[src/rtl/ccdtg_pkg.sv]
package ccdtg_pkg;
  typedef enum logic [2:0] {
    SEQ_IDLE  = 3'd0,
    SEQ_SETUP = 3'd1,
    SEQ_XFER  = 3'd2,
    SEQ_HOLD  = 3'd3,
    SEQ_READ  = 3'd4
  } seq_state_e;
endpackage

[src/rtl/ccdtg_pix_phase.sv]
// Pixel-period phase counter and reset-gate pulse placement.
module ccdtg_pix_phase #(
  parameter int PIX_CYC    = 50,
  parameter int RB_W       = 3,
  parameter int RB_GAP_CYC = 13,
  localparam int PC_W  = $clog2(PIX_CYC),
  localparam int HALF  = PIX_CYC / 2,
  localparam int RB_HI = HALF - RB_GAP_CYC,
  localparam int RB_LO = RB_HI - RB_W
) (
  input  logic            clk,
  input  logic            rst_n,
  input  logic            run,
  output logic            wrap_o,
  output logic            boundary_o,
  output logic            first_half_o,
  output logic            rb_o
);
  logic [PC_W-1:0] pc_q;
  logic            rb_lo_ok;

  always_ff @(posedge clk or negedge rst_n) begin
    if (!rst_n)                            pc_q <= '0;
    else if (!run || wrap_o)               pc_q <= '0;
    else                                   pc_q <= pc_q + 1'b1;
  end

  assign wrap_o       = run && (pc_q == PC_W'(PIX_CYC - 1));
  assign boundary_o   = run && (pc_q == '0);
  assign first_half_o = pc_q < PC_W'(HALF);

  generate
    if (RB_LO == 0) begin : g_rb_at_zero
      assign rb_lo_ok = 1'b1;
    end else begin : g_rb_offset
      assign rb_lo_ok = pc_q >= PC_W'(RB_LO);
    end
  endgenerate

  assign rb_o = run && rb_lo_ok && (pc_q < PC_W'(RB_HI));
endmodule

[src/rtl/ccdtg_line_seq.sv]
// Line sequencer: setup, transfer, hold (aligned to a pixel boundary), readout.
module ccdtg_line_seq
  import ccdtg_pkg::*;
#(
  parameter int SETUP_CYC = 50,
  parameter int TG_CYC    = 500,
  parameter int HOLD_CYC  = 50,
  parameter int READ_PIX  = 5369,
  parameter int IDX_W     = 13,
  localparam int MAX_A = (SETUP_CYC > TG_CYC) ? SETUP_CYC : TG_CYC,
  localparam int MAX_T = (MAX_A > HOLD_CYC) ? MAX_A : HOLD_CYC,
  localparam int CNT_W = $clog2(MAX_T + 1)
) (
  input  logic             clk,
  input  logic             rst_n,
  input  logic             start,
  input  logic             wrap,
  output seq_state_e       state_o,
  output logic [IDX_W-1:0] idx_o
);
  seq_state_e       st_q;
  logic [CNT_W-1:0] cnt_q;
  logic [IDX_W-1:0] idx_q;

  always_ff @(posedge clk or negedge rst_n) begin
    if (!rst_n) begin
      st_q  <= SEQ_IDLE;
      cnt_q <= '0;
      idx_q <= '0;
    end else begin
      unique case (st_q)
        SEQ_IDLE: if (start) begin
          st_q  <= SEQ_SETUP;
          cnt_q <= '0;
        end
        SEQ_SETUP: begin
          if (cnt_q == CNT_W'(SETUP_CYC - 1)) begin
            st_q  <= SEQ_XFER;
            cnt_q <= '0;
          end else cnt_q <= cnt_q + 1'b1;
        end
        SEQ_XFER: begin
          if (cnt_q == CNT_W'(TG_CYC - 1)) begin
            st_q  <= SEQ_HOLD;
            cnt_q <= '0;
          end else cnt_q <= cnt_q + 1'b1;
        end
        SEQ_HOLD: begin
          if (cnt_q != CNT_W'(HOLD_CYC - 1)) cnt_q <= cnt_q + 1'b1;
          else if (wrap) begin
            st_q  <= SEQ_READ;
            idx_q <= '0;
          end
        end
        SEQ_READ: if (wrap) begin
          if (idx_q == IDX_W'(READ_PIX - 1)) begin
            st_q  <= SEQ_SETUP;
            cnt_q <= '0;
            idx_q <= '0;
          end else idx_q <= idx_q + 1'b1;
        end
        default: st_q <= SEQ_IDLE;
      endcase
    end
  end

  assign state_o = st_q;
  assign idx_o   = idx_q;
endmodule

[src/rtl/ccdtg_region_dec.sv]
// Sorts the current pixel index into optical-black, valid and invalid regions.
module ccdtg_region_dec #(
  parameter int LEAD_PIX  = 15,
  parameter int OB_PIX    = 49,
  parameter int VALID_PIX = 5300,
  parameter int INV_PIX   = 5,
  parameter int IDX_W     = 13,
  localparam int OB_END  = LEAD_PIX + OB_PIX,
  localparam int VAL_END = OB_END + VALID_PIX,
  localparam int INV_END = VAL_END + INV_PIX
) (
  input  logic [IDX_W-1:0] idx,
  input  logic             active,
  output logic             ob_o,
  output logic             valid_o,
  output logic             inv_o
);
  logic past_lead;

  generate
    if (LEAD_PIX == 0) begin : g_no_lead
      assign past_lead = 1'b1;
    end else begin : g_lead
      assign past_lead = idx >= IDX_W'(LEAD_PIX);
    end
  endgenerate

  assign ob_o    = active && past_lead && (idx < IDX_W'(OB_END));
  assign valid_o = active && (idx >= IDX_W'(OB_END)) && (idx < IDX_W'(VAL_END));
  assign inv_o   = active && (idx >= IDX_W'(VAL_END)) && (idx < IDX_W'(INV_END));
endmodule

[src/rtl/ccd_timing_gen.sv]
module ccd_timing_gen
  import ccdtg_pkg::*;
#(
  parameter int PIX_CYC    = 50,
  parameter int RB_W       = 3,
  parameter int RB_GAP_CYC = 13,
  parameter int SETUP_CYC  = 50,
  parameter int TG_CYC     = 500,
  parameter int HOLD_CYC   = 50,
  parameter int LEAD_PIX   = 15,
  parameter int OB_PIX     = 49,
  parameter int VALID_PIX  = 5300,
  parameter int INV_PIX    = 5,
  parameter int INTEG_PIX  = 5369,
  localparam int LINE_PIX = LEAD_PIX + OB_PIX + VALID_PIX + INV_PIX,
  localparam int READ_PIX = (INTEG_PIX > LINE_PIX) ? INTEG_PIX : LINE_PIX,
  localparam int IDX_W    = $clog2(READ_PIX)
) (
  input  logic             clk,
  input  logic             rst_n,
  input  logic             start,
  output logic             tg_o,
  output logic             phi1_o,
  output logic             phi2_o,
  output logic             rb_o,
  output logic [IDX_W-1:0] pix_idx_o,
  output logic             line_start_o,
  output logic             ob_flag_o,
  output logic             valid_flag_o,
  output logic             invalid_flag_o
);
  seq_state_e       state;
  logic [IDX_W-1:0] idx;
  logic             run, wrap, boundary, first_half, reading;

  assign run     = state != SEQ_IDLE;
  assign reading = state == SEQ_READ;

  ccdtg_pix_phase #(
    .PIX_CYC(PIX_CYC), .RB_W(RB_W), .RB_GAP_CYC(RB_GAP_CYC)
  ) u_phase (
    .clk(clk), .rst_n(rst_n), .run(run),
    .wrap_o(wrap), .boundary_o(boundary), .first_half_o(first_half), .rb_o(rb_o)
  );

  ccdtg_line_seq #(
    .SETUP_CYC(SETUP_CYC), .TG_CYC(TG_CYC), .HOLD_CYC(HOLD_CYC),
    .READ_PIX(READ_PIX), .IDX_W(IDX_W)
  ) u_seq (
    .clk(clk), .rst_n(rst_n), .start(start), .wrap(wrap),
    .state_o(state), .idx_o(idx)
  );

  ccdtg_region_dec #(
    .LEAD_PIX(LEAD_PIX), .OB_PIX(OB_PIX), .VALID_PIX(VALID_PIX),
    .INV_PIX(INV_PIX), .IDX_W(IDX_W)
  ) u_region (
    .idx(idx), .active(reading),
    .ob_o(ob_flag_o), .valid_o(valid_flag_o), .inv_o(invalid_flag_o)
  );

  assign tg_o         = state == SEQ_XFER;
  assign phi1_o       = !reading || first_half;
  assign phi2_o       = reading && !first_half;
  assign pix_idx_o    = idx;
  assign line_start_o = reading && boundary && (idx == '0);
endmodule

[config.mk]
export PLATFORM = sky130hd
export DESIGN_NAME = ccd_timing_gen
export DESIGN_NICKNAME = d
export VERILOG_FILES = /design/src/rtl/ccdtg_pkg.sv /design/src/rtl/ccdtg_pix_phase.sv /design/src/rtl/ccdtg_line_seq.sv /design/src/rtl/ccdtg_region_dec.sv /design/src/rtl/ccd_timing_gen.sv
export SDC_FILE = /design/constraint.sdc
export NUM_CORES = 1
export LEC_CHECK = 0
export ABC_AREA = 1
export BUFFER_PORTS_ARGS = -buffer_cell sky130_fd_sc_hd__buf_2
export CORE_UTILIZATION = 25
export CTS_BUF_LIST = sky130_fd_sc_hd__clkbuf_4 sky130_fd_sc_hd__clkbuf_8 sky130_fd_sc_hd__clkbuf_16
export DETAILED_ROUTE_END_ITERATION = 16
export PLACE_DENSITY = 0.47
export SKIP_CTS_REPAIR_TIMING = 1
export SYNTH_ARGS = -nofsm -noshare
export SYNTH_HDL_FRONTEND = slang
export SYNTH_SLANG_ARGS = --single-unit
[constraint.sdc]
create_clock -name clk -period 1.7 [get_ports clk]
set_input_delay 0.34 -clock clk [delete_from_list [all_inputs] [get_ports clk]]
set_output_delay 0.34 -clock clk [all_outputs]
set_load 0.02 [all_outputs]
==> results of run 1 <==
-- through the flow --
stage / power, µW / worst slack [ps] / area [µm²] / std cells / setup TNS, ps
after global placement: 2454 / -160.0 / 2995 / 563 / -162.0
after floorplan: 1967 / -119.2 / 2405 / 371 / -321.1
final: 3402 / -281.8 / 3537 / 586 / -1343
after detailed placement: 2473 / -43.40 / 2995 / 563 / -306.9
after CTS: 3096 / -357.9 / 3084 / 571 / -2228
after global routing: 3686 / -361.6 / 3537 / 586 / -2642
-- sequential cells by signal, indices dropped and copies added, names as in the netlist --
signal / flops
u_phase.pc_q: 6
u_seq.cnt_q: 9
u_seq.idx_o: 13
u_seq.state_o: 3
-- worst max-delay path, cell delays in order (launching register included) --
cell and delay [ps]:
dfrtp_1 380, or2_4 270, nor4_2 210, nand4_1 160, nor2_2 200, buf_6 140
-- cell families (layout without fill, tap and decap cells) --
logic type | count (synthesis) | count (layout) | synth area share (%)
buffers and inverters | 57 | 143 | 9.696
XOR/XNOR | 4 | 4 | 1.468
AND/OR/NAND/NOR | 241 | 241 | 45.07
AO/OA/AOI/OAI | 30 | 30 | 7.076
adder cells (fa/ha/maj) | 8 | 8 | 4.193
flip-flops | 31 | 31 | 32.49
-- layer usage --
metal	GRT usage (%)	vias up
li1	-	1373
met1	19.85	1234
met2	24.67	39
met3	2.389	9
met4	4.751	0
met5	0	-
-- power by group --
part,switching [µW],total [µW],internal (µW)
Combinational,1130,1830,693
Sequential,109,962,853
Clock,295,614,319
-- layout make-up --
type	count	area, µm²
clock inverter	1	5.005
sequential	31	783.3
timing repair buffer	83	635.6
fill	1014	5703
clock buffer	7	83.83
tap	129	161.4
inverter	52	197.7
multi-input combinational	283	1670
-- layout by cell type (no fill, tap or decap), types with 2 or more instances in the layout --
master and instances:
clkbuf_4 2, ha_4 3, xor2_1 3, a21oi_1 3, buf_2 16, o211ai_1 2, nand3_2 3, ha_1 4
nor3_2 2, nor4_2 2, nor2_1 32, clkbuf_8 5, nand2_2 23, nand3_1 43, buf_4 56, o21ai_2 3
dfrtp_2 6, nand3_4 2, dfrtp_1 25, nand4_1 15, nor2_4 5, o21ai_1 11, nor2_2 9, inv_2 12
nor3_1 3, buf_6 8, inv_1 39, nand2_1 92, o21ai_0 4, nand2_4 5
-- how the worst max path moves through the flow --
stage | endpoint | slack [ps] | depth (start not counted)
6_report | line_start_o | -280 | 5
2_1_floorplan | line_start_o | -120 | 7
3_3_place_gp | line_start_o | -160 | 6
5_1_grt | line_start_o | -360 | 5
4_1_cts | line_start_o | -360 | 5
3_5_place_dp | u_seq.cnt_q[7] | -40 | 9
==> impl_results.md, run 1 <==
- Status: finished, violations left
- Failing checks: setup timing
- Antenna Nets Post-Route: 0
- Num Clock Sinks: 31
- Initial antenna violation count: 0
- Worst Skew: 9.219 ps
- CORE AREA: 9240 µm²
- Vias in the first global route: 2477
- Hpwl dp: 5345 µm
- Post-route setup slack: -281.8 ps
- Max-Cap Viols: 0
- Num CTS Buffers: 5
- Per-cell routed wire length: 12.33 µm
- Path depth of the worst reg2reg path: 10
- Setup-failing EPs final: 7
- Synth unique cells: 30
- Clock transition at the registers of the reported paths: 70 ps
- Final period utilization: 116.6%
- Ranking of synthesized cells by area: dfrtp_1, nand2_1, nand3_1
- Most frequent cell after synthesis: nand2_1
- Fin util: 38.28%
- Area Growth Syn to Fin: 48.17%
- Wl on met1: 3466 µm
- Worst skew pair latency: 290 ps
- Fin crit period: 1982 ps
- Share of layout cells above drive strength 1: 38.29%
- Highest routed layer: met4
- Max clock buf depth: 2
- CP Class: reg -> out
- I/O Buffers: 23
- Die H: 99.72 µm
- Avg Vias per Cell: 4.531
- Crit start category: register
- Post-synthesis sequential area ratio: 32.49%
- Worst-Margin Slew: 492.8 ps
- ANT cells: 0
- Syn Nets: 382
- Arrival @ worst endpoint: 1640 ps
- Top-Level Pins: 24
- Leak Pwr: 0.001711 µW
- RSZ-0062 raised after global routing: true
- H-tree levels: 2
- Slew headroom: 66.92%
- Wire length of the first global-routing pass: 11710 µm
- Post-synth EDFFs: 0
- Synth Cell Area: 2387 µm²
- Row cnt: 35
- Hold Crit Class: in -> async
- Mapped Cells: 371
- Seq cells post-synth: 31
- TritonCTS clock tree: built
- Worst Setup SP: u_phase.pc_q[5]
- Die area: 9944 µm²
- Die X: 99.72 µm
- Nets: 467
- Iter 0 DRT Violations: 68
- Reg-to-Reg Start: u_phase.pc_q[1]
- List of most frequent post-synthesis cells: nand2_1, inv_1, nand3_1
- PwrDens: 961.7 nW/µm²
- Clock root cell: clkbuf_8
- GPL Wtd Cong: 0.8539
- Initial Util: 25.84%
- Fmax: 504.6 MHz
- Vias: 2655
- Routed length on met3: 222 µm
- Main synth FF type: dfrtp_1
- Maximum vdd drop: 0.4064 mV
- Critical path required time: 1360 ps
- Detailed Route WL: 7223 µm
- Syn avg cell area: 6.435 µm²
- Synth area leader: dfrtp_1
- Crit-path max FO: 2
- Total GRT Usage: 14.93%
- Pre-Repair DR Iteration Count: 4
- Ys Warns: 0
- DRC Markers: 0
- Final hold slack: 518.0 ps
- Reg-to-reg slack, setup: 40 ps
- Post-synth ARST share: 100.0%
- Max Slew Vio Count: 0
- Final hold viol count: 0
- Worst R2R End: u_seq.cnt_q[4]
- Post-synth top area share: 32.49%
- Routed met2 length: 3430 µm
- CP Capture Type: primary output
- Largest net degree at the start of global routing: 18
- Grt ovf: 0
Note: power is estimated with default switching activity, not from simulation.
==> inputs of run 2 (changes only) <==
ABC_AREA = not set   (was 1)
PLACE_DENSITY = 0.48   (was 0.47)
==> run 2 against run 1 <==
The run still ends with setup timing left. Count of clock-buffer cells in the layout increased by 1. Cell area shrank 4.4%. Cell count fell by 24%. Sequential share of layout area is 0.90 points higher. Synthesized cell count down 36%. Combinational power is 50% lower. Non-clock buffer count is 30 higher. Worst hold slack worse by 71 ps. Sequential cell count stayed put. Critical endpoint is now u_seq.cnt_q[8]. Largest power group is now sequential cells.
==> impl_results.md, run 2 <==
- Status: finished, violations left
- Failing checks: setup timing
- Synth Cell Area: 2069 µm² (-13%)
- Main synth FF type: dfrtp_1
- Multi-input gate area: 1434 µm² (-14%)
- Clock transition at the registers of the reported paths: 70 ps (about the same)
- RSZ-0062 raised after global routing: true
- Syn Nets: 247 (-35%)
- Worst Skew: 7.654 ps (-1.565 ps)
- Worst-Margin Slew: 318.8 ps (-174.0 ps)
- Final hold slack: 446.9 ps (-71.12 ps)
- Leak Pwr: 0.001627 µW (-4.9%)
- Post-synth ARST share: 100.0% (unchanged)
- Final Non-Filler Cells: 446 (-24%)
- Vias in the first global route: 1982 (-20%)
- Synth unique cells: 54 (+80%)
- TritonCTS clock tree: built
- Hpwl dp: 4503 µm (-16%)
- Worst Setup SP: u_seq.cnt_q[1]
- Share of layout cells above drive strength 1: 54.65% (+16 points)
- Vias: 2230 (-16%)
- Total GRT Usage: 14.17% (-0.76 points)
- Num CTS Buffers: 5 (unchanged)
- Top-Level Pins: 24 (unchanged)
- Die H: 92.99 µm (-6.8%)
- Worst Setup EP: u_seq.cnt_q[8]
- Max Slew Vio Count: 0 (unchanged)
- Critical path required time: 1870 ps (+510 ps)
- Row cnt: 32 (-8.6%)
- CP Capture Type: register
- Ranking of synthesized cells by area: dfrtp_1, ha_1, o21ai_0
- Pre-Repair DR Iteration Count: 4 (unchanged)
- Routed met2 length: 3082 µm (-10%)
- Arrival @ worst endpoint: 2250 ps (+610 ps)
- Most common cell after layout, fill and taps aside: buf_4
- Hold Crit Class: in -> reg
- Fill cell count: 801 (-21%)
- CP Class: reg -> reg
- H-tree levels: 2 (unchanged)
- Fin crit period: 2081 ps (+99.05 ps)
- Initial antenna violation count: 0 (unchanged)
- I/O Buffers: 23 (unchanged)
- Worst R2R End: u_seq.cnt_q[8]
- Seq. cell area: 779.5 µm² (-0.48%)
- Setup-failing EPs final: 32 (+25)
- Per-cell routed wire length: 14.30 µm (+16%)
- Path depth of the worst reg2reg path: 9 (-1)
- Seq cells post-synth: 31 (unchanged)
- Most frequent cell after synthesis: dfrtp_1
- Reg-to-Reg Start: u_seq.cnt_q[1]
- Highest routed layer: met4
- Antenna Nets Post-Route: 0 (unchanged)
- Syn avg cell area: 8.769 µm² (+36%)
- Largest net degree at the start of global routing: 14 (-4)
- Mapped Cells: 236 (-36%)
- Setup TNS: -7466 ps (-6123 ps)
- Most frequent cells in the layout: buf_4, dfrtp_1, nor2_1, buf_2
- Clock root cell: clkbuf_8
- List of most frequent post-synthesis cells: dfrtp_1, nor2_1, o21ai_0
- Crit start category: register
- Worst Hold Depth: 4
- Fin util: 43.10% (+4.8 points)
- Max clock buf depth: 2 (unchanged)
- Initial Util: 26.37% (+0.54 points)
- Num Clock Sinks: 31 (unchanged)
- Area Growth Syn to Fin: 63.42%
- CORE AREA: 7848 µm² (-15%)
- Post-synth EDFFs: 0 (unchanged)
- Wl on met1: 3021 µm (-13%)
- Ys Warns: 0 (unchanged)
- Detailed Route WL: 6380 µm (-12%)
- Avg Vias per Cell: 5.000 (+10%)
- Maximum vdd drop: 0.3962 mV (-2.5%)
- Max-Cap Viols: 0 (unchanged)
- Crit-path max FO: 7 (+5)
- Die area: 8646 µm² (-13%)
- ANT cells: 0 (unchanged)
- PwrDens: 751.3 nW/µm² (-22%)
- Wire length of the first global-routing pass: 9625 µm (-18%)
- Post-synthesis sequential area ratio: 37.48% (+5.0 points)
- Die X: 92.99 µm (-6.8%)
- Post-route setup slack: -380.9 ps (-99.05 ps)
- Final hold viol count: 0 (unchanged)
- Worst skew pair latency: 290 ps (about the same)
- Reg-to-reg slack, setup: -380 ps (-420 ps)
- Placed Cells: 420 (-25%)
- GPL Wtd Cong: 0.8074 (-5.4%)
- DRC Markers: 0 (unchanged)
- Iter 0 DRT Violations: 78 (+15%)
- Fmax: 480.6 MHz (-4.8%)
- Nets: 354 (-24%)
- Synth area leader: dfrtp_1
- Routed length on met3: 208 µm (-6.3%)
- Slew headroom: 78.58% (+12 points)
- Max reg flops: 13 (unchanged)
- Post-synth top area share: 37.48% (+5.0 points)
- Grt ovf: 0 (unchanged)
- Final period utilization: 122.4% (+5.8 points)
## run 2: changes by cell type in the layout (fill, tap and decap cells not counted), moves of 10 or more
| cell | change |
|---|---|
| buf_4 | +23 |
| inv_1 | -30 |
| nand2_1 | -79 |
| nand2_2 | -23 |
| nand3_1 | -28 |
| nand4_1 | -10 |
| nor2_1 | -12 |
## run 2: worst min path at each step
| stage | from | slack [ps] | to |
|---|---|---|---|
| final | start | 450 | u_seq.state_o[0] |
| after global routing | start | 480 | u_seq.state_o[0] |
| after CTS | rst_n | -70 | u_seq.cnt_q[2] |
| after detailed placement | rst_n | 240 | u_seq.idx_o[7] |
| after global placement | rst_n | 240 | u_seq.idx_o[7] |
| after floorplan | rst_n | 40 | u_phase.pc_q[0] |
## run 2: routing by layer
layer | track usage (%) | up-vias
li1 | - | 1092
met1 | 20.06 | 1087
met2 | 21.81 | 47
met3 | 2.358 | 4
met4 | 4.615 | 0
met5 | 0 | -
## run 2: cell families after synthesis
logic type / Yosys count / synth area share [%]
adders and majority gates: 8 / 4.837
AOI/OAI and AO/OA: 60 / 21.58
buffers and inverters: 25 / 5.683
muxes: 3 / 1.572
xor gates and xnor gates: 4 / 1.693
DFF: 31 / 37.48
and+or+nand+nor: 105 / 27.15
## run 2: area by class of cell
| type | instances | area share, % |
|---|---|---|
| sequential | 31 | 23.05 |
| inverter | 12 | 1.332 |
| timing repair buffer | 113 | 26.38 |
| clock buffer | 8 | 3.071 |
| tap | 102 | 3.774 |
| multi-input combinational | 180 | 42.40 |
## run 2: metrics by stage
stage                     setup WS, ps  instance area [µm²]  power [µW]
after global routing            -476.2                 3382        2706
after detailed placement        -439.1                 2840        1767
after global placement          -483.1                 2840        1760
after CTS                       -466.0                 2944        2454
after floorplan                 -406.3                 2151        1399
final                           -380.9                 3382        2541
## run 2: power breakdown
group	internal, µW	switching (µW)
Sequential	847	99.0
Combinational	506	411
Clock	386	292
## run 2: worst max-delay path, stage by stage, from the launching register on
cell and delay (ps):
dfrtp_1 400, inv_1 60, ha_1 180, nand4b_1 110, buf_4 140, nor3_2 50
a221o_2 400, buf_6 150, a221o_1 250, a22o_1 220
==> inputs of run 3 (changes only) <==
clock period = 2.1 ns   (was 1.7 ns; I/O delays follow)
==> run 3 against run 2 <==
The flow still finishes with violations (setup timing). Sequential power down 17%. Non-clock buffer count down 44. Via count down 9.3%. Combinational power down 38%. Sequential cell count unchanged. Maximum frequency down 3.3%. Cell area down 17%. Worst hold slack worse by 250 ps. Global-route usage down 0.20 points. Critical path type unchanged. Critical endpoint is now u_seq.cnt_q[7]. Largest power group unchanged. Highest routed layer unchanged.
==> impl_results.md, run 3 (synthesis gave the netlist of run 2 again) <==
- Status: finished, violations left
- Failing checks: setup timing
- Worst Skew: 10.14 ps (+2.485 ps)
- Clock root cell: clkbuf_8
- Vias: 2022 (-9.3%)
- Share of layout cells above drive strength 1: 41.00% (-14 points)
- Area Growth Syn to Fin: 36.22%
- Initial antenna violation count: 0 (unchanged)
- Wire length of the first global-routing pass: 9501 µm (-1.3%)
- Maximum vdd drop: 0.2728 mV (-31%)
- Final hold viol count: 0 (unchanged)
- Most common cell after layout, fill and taps aside: buf_4
- Iter 0 DRT Violations: 94 (+21%)
- Max-Cap Viols: 0 (unchanged)
- Path depth of the worst reg2reg path: 5 (-4)
- Top-Level Pins: 24 (unchanged)
- Sw Ratio: 32.34% (+0.77 points)
- CP Capture Type: register
- CP Class: reg -> reg
- PwrDens: 649.1 nW/µm² (-14%)
- Largest net degree at the start of global routing: 32 (+18)
- Nets: 311 (-12%)
- Multi-input gate area: 1296 µm² (-9.6%)
- Arrival @ worst endpoint: 2320 ps (+70 ps)
- Per-cell routed wire length: 14.61 µm (+2.2%)
- Max Slew Vio Count: 0 (unchanged)
- Max reg flops: 13 (unchanged)
- Worst-Margin Slew: 758.4 ps (+439.5 ps)
- CORE AREA: 7848 µm² (unchanged)
- Internal power: 1238 µW (-29%)
- Worst Setup SP: u_seq.cnt_q[7]
- Seq. cell area: 780.7 µm² (+0.16%)
- Max clock buf depth: 2 (unchanged)
- Setup-failing EPs final: 3 (-91%)
- Worst skew pair latency: 280 ps (about the same)
- Fill cell count: 823 (+2.7%)
- Initial Util: 26.37% (unchanged)
- Reg-to-reg slack, setup: -50 ps (+330 ps)
- Crit-path max FO: 5 (-2)
- Row cnt: 32 (unchanged)
- Die X: 92.99 µm (unchanged)
- Num CTS Buffers: 5 (unchanged)
- DRC Markers: 0 (unchanged)
- Reg-to-Reg Start: u_seq.cnt_q[7]
- Worst R2R End: u_seq.cnt_q[7]
- Clock transition at the registers of the reported paths: 70 ps (about the same)
- Crit start category: register
- Num Clock Sinks: 31 (unchanged)
- I/O Buffers: 23 (unchanged)
- Fmax: 464.7 MHz (-3.3%)
- Psw: 591.8 µW (-26%)
- Logic pwr share: 31.1% (-5.0 points)
- Hold Crit Class: in -> async
- Clock power frac: 26.0% (-0.7 points)
- Total GRT Usage: 13.97% (-0.20 points)
- Slew headroom: 49.44% (-29 points)
- Leak Pwr: 0.001329 µW (-18%)
- GPL Wtd Cong: 0.7479 (-7.4%)
- Most frequent cells in the layout: buf_4, dfrtp_1, nor2_1, buf_2, o21ai_0
- Fin crit period: 2152 ps (+70.85 ps)
- Detailed Route WL: 5875 µm (-7.9%)
- Critical path required time: 2270 ps (+400 ps)
- Antenna Nets Post-Route: 0 (unchanged)
- ANT cells: 0 (unchanged)
- TritonCTS clock tree: built
- Worst Setup EP: u_seq.cnt_q[7]
- Post-route setup slack: -51.73 ps (+329.2 ps)
- Vias in the first global route: 1886 (-4.8%)
- Hpwl dp: 3953 µm (-12%)
- Die H: 92.99 µm (unchanged)
- Grt ovf: 0 (unchanged)
- Avg Vias per Cell: 5.030 (+0.60%)
- Pre-CTS setup slack: -37.07 ps (+402.1 ps)
- RSZ-0062 raised after global routing: true
- Final period utilization: 102.5% (-20 points)
- Die area: 8646 µm² (unchanged)
- H-tree levels: 2 (unchanged)
- Pre-Repair DR Iteration Count: 4 (unchanged)
- Sequential share of power: 42.9% (+5.7 points)
- Overall power: 1830 µW (-28%)
[run 3: cell types whose count changed in the layout (fill, tap and decap cells not counted), sizes merged]
cell	previous run	this run
clkbuf	9	7
nand2	16	17
dlygate4sd3	1	0
buf	111	69
[run 3: how the worst min path moves through the flow]
stage / start / end / slack (ps) / cells after the start
3_3_place_gp: u_phase.pc_q[0] / u_phase.pc_q[0] / 510 / 1
4_1_cts: rst_n / u_seq.idx_o[6] / 240 / 1
5_1_grt: rst_n / u_seq.idx_o[5] / 250 / 1
6_report: rst_n / u_seq.idx_o[6] / 200 / 1
3_5_place_dp: u_phase.pc_q[0] / u_phase.pc_q[0] / 520 / 1
2_1_floorplan: rst_n / u_phase.pc_q[0] / 120 / 0
[run 3: power by group through the flow]
stage	clock network [µW]	registers, µW	logic (µW)
6_report	476	785	569
5_1_grt	521	799	641
4_1_cts	501	784	531
3_5_place_dp	0	795	527
2_1_floorplan	0	787	339
3_3_place_gp	0	793	522
[run 3: stage by stage]
stage	TNS, ps	hold slack (ps)	instances	cell area (µm²)	utilization [%]
final	-118.5	201.8	402	2819	35.92
after global routing	-370.2	254.8	402	2819	35.92
after CTS	-440.9	235.2	394	2631	33.53
after detailed placement	-94.45	518.8	387	2547	32.46
after global placement	0	507.0	387	2547	32.46
after floorplan	-6.694	124.4	236	2086	-
[run 3: metal layers]
layer | routed length, µm | GRT usage [%]
met1 | 2985 | 20.16
met2 | 2663 | 20.89
met3 | 177 | 2.764
met4 | 49 | 4.231
met5 | 0 | 0
[run 3: worst max-delay path: stages (launching register included)]
cell and delay [ps]:
dfrtp_1 380, or4_4 580, o31ai_4 350, nand2_4 120
a221o_2 350, a22o_2 260
[run 3: layout make-up]
| cell class | count | share of cell area (%) |
|---|---|---|
| multi-input cells | 181 | 45.98 |
| repair buffers | 69 | 17.22 |
| flip-flops and latches | 31 | 27.70 |
| inverters | 12 | 1.598 |
| clock buffers | 7 | 2.974 |
| well taps | 102 | 4.527 |
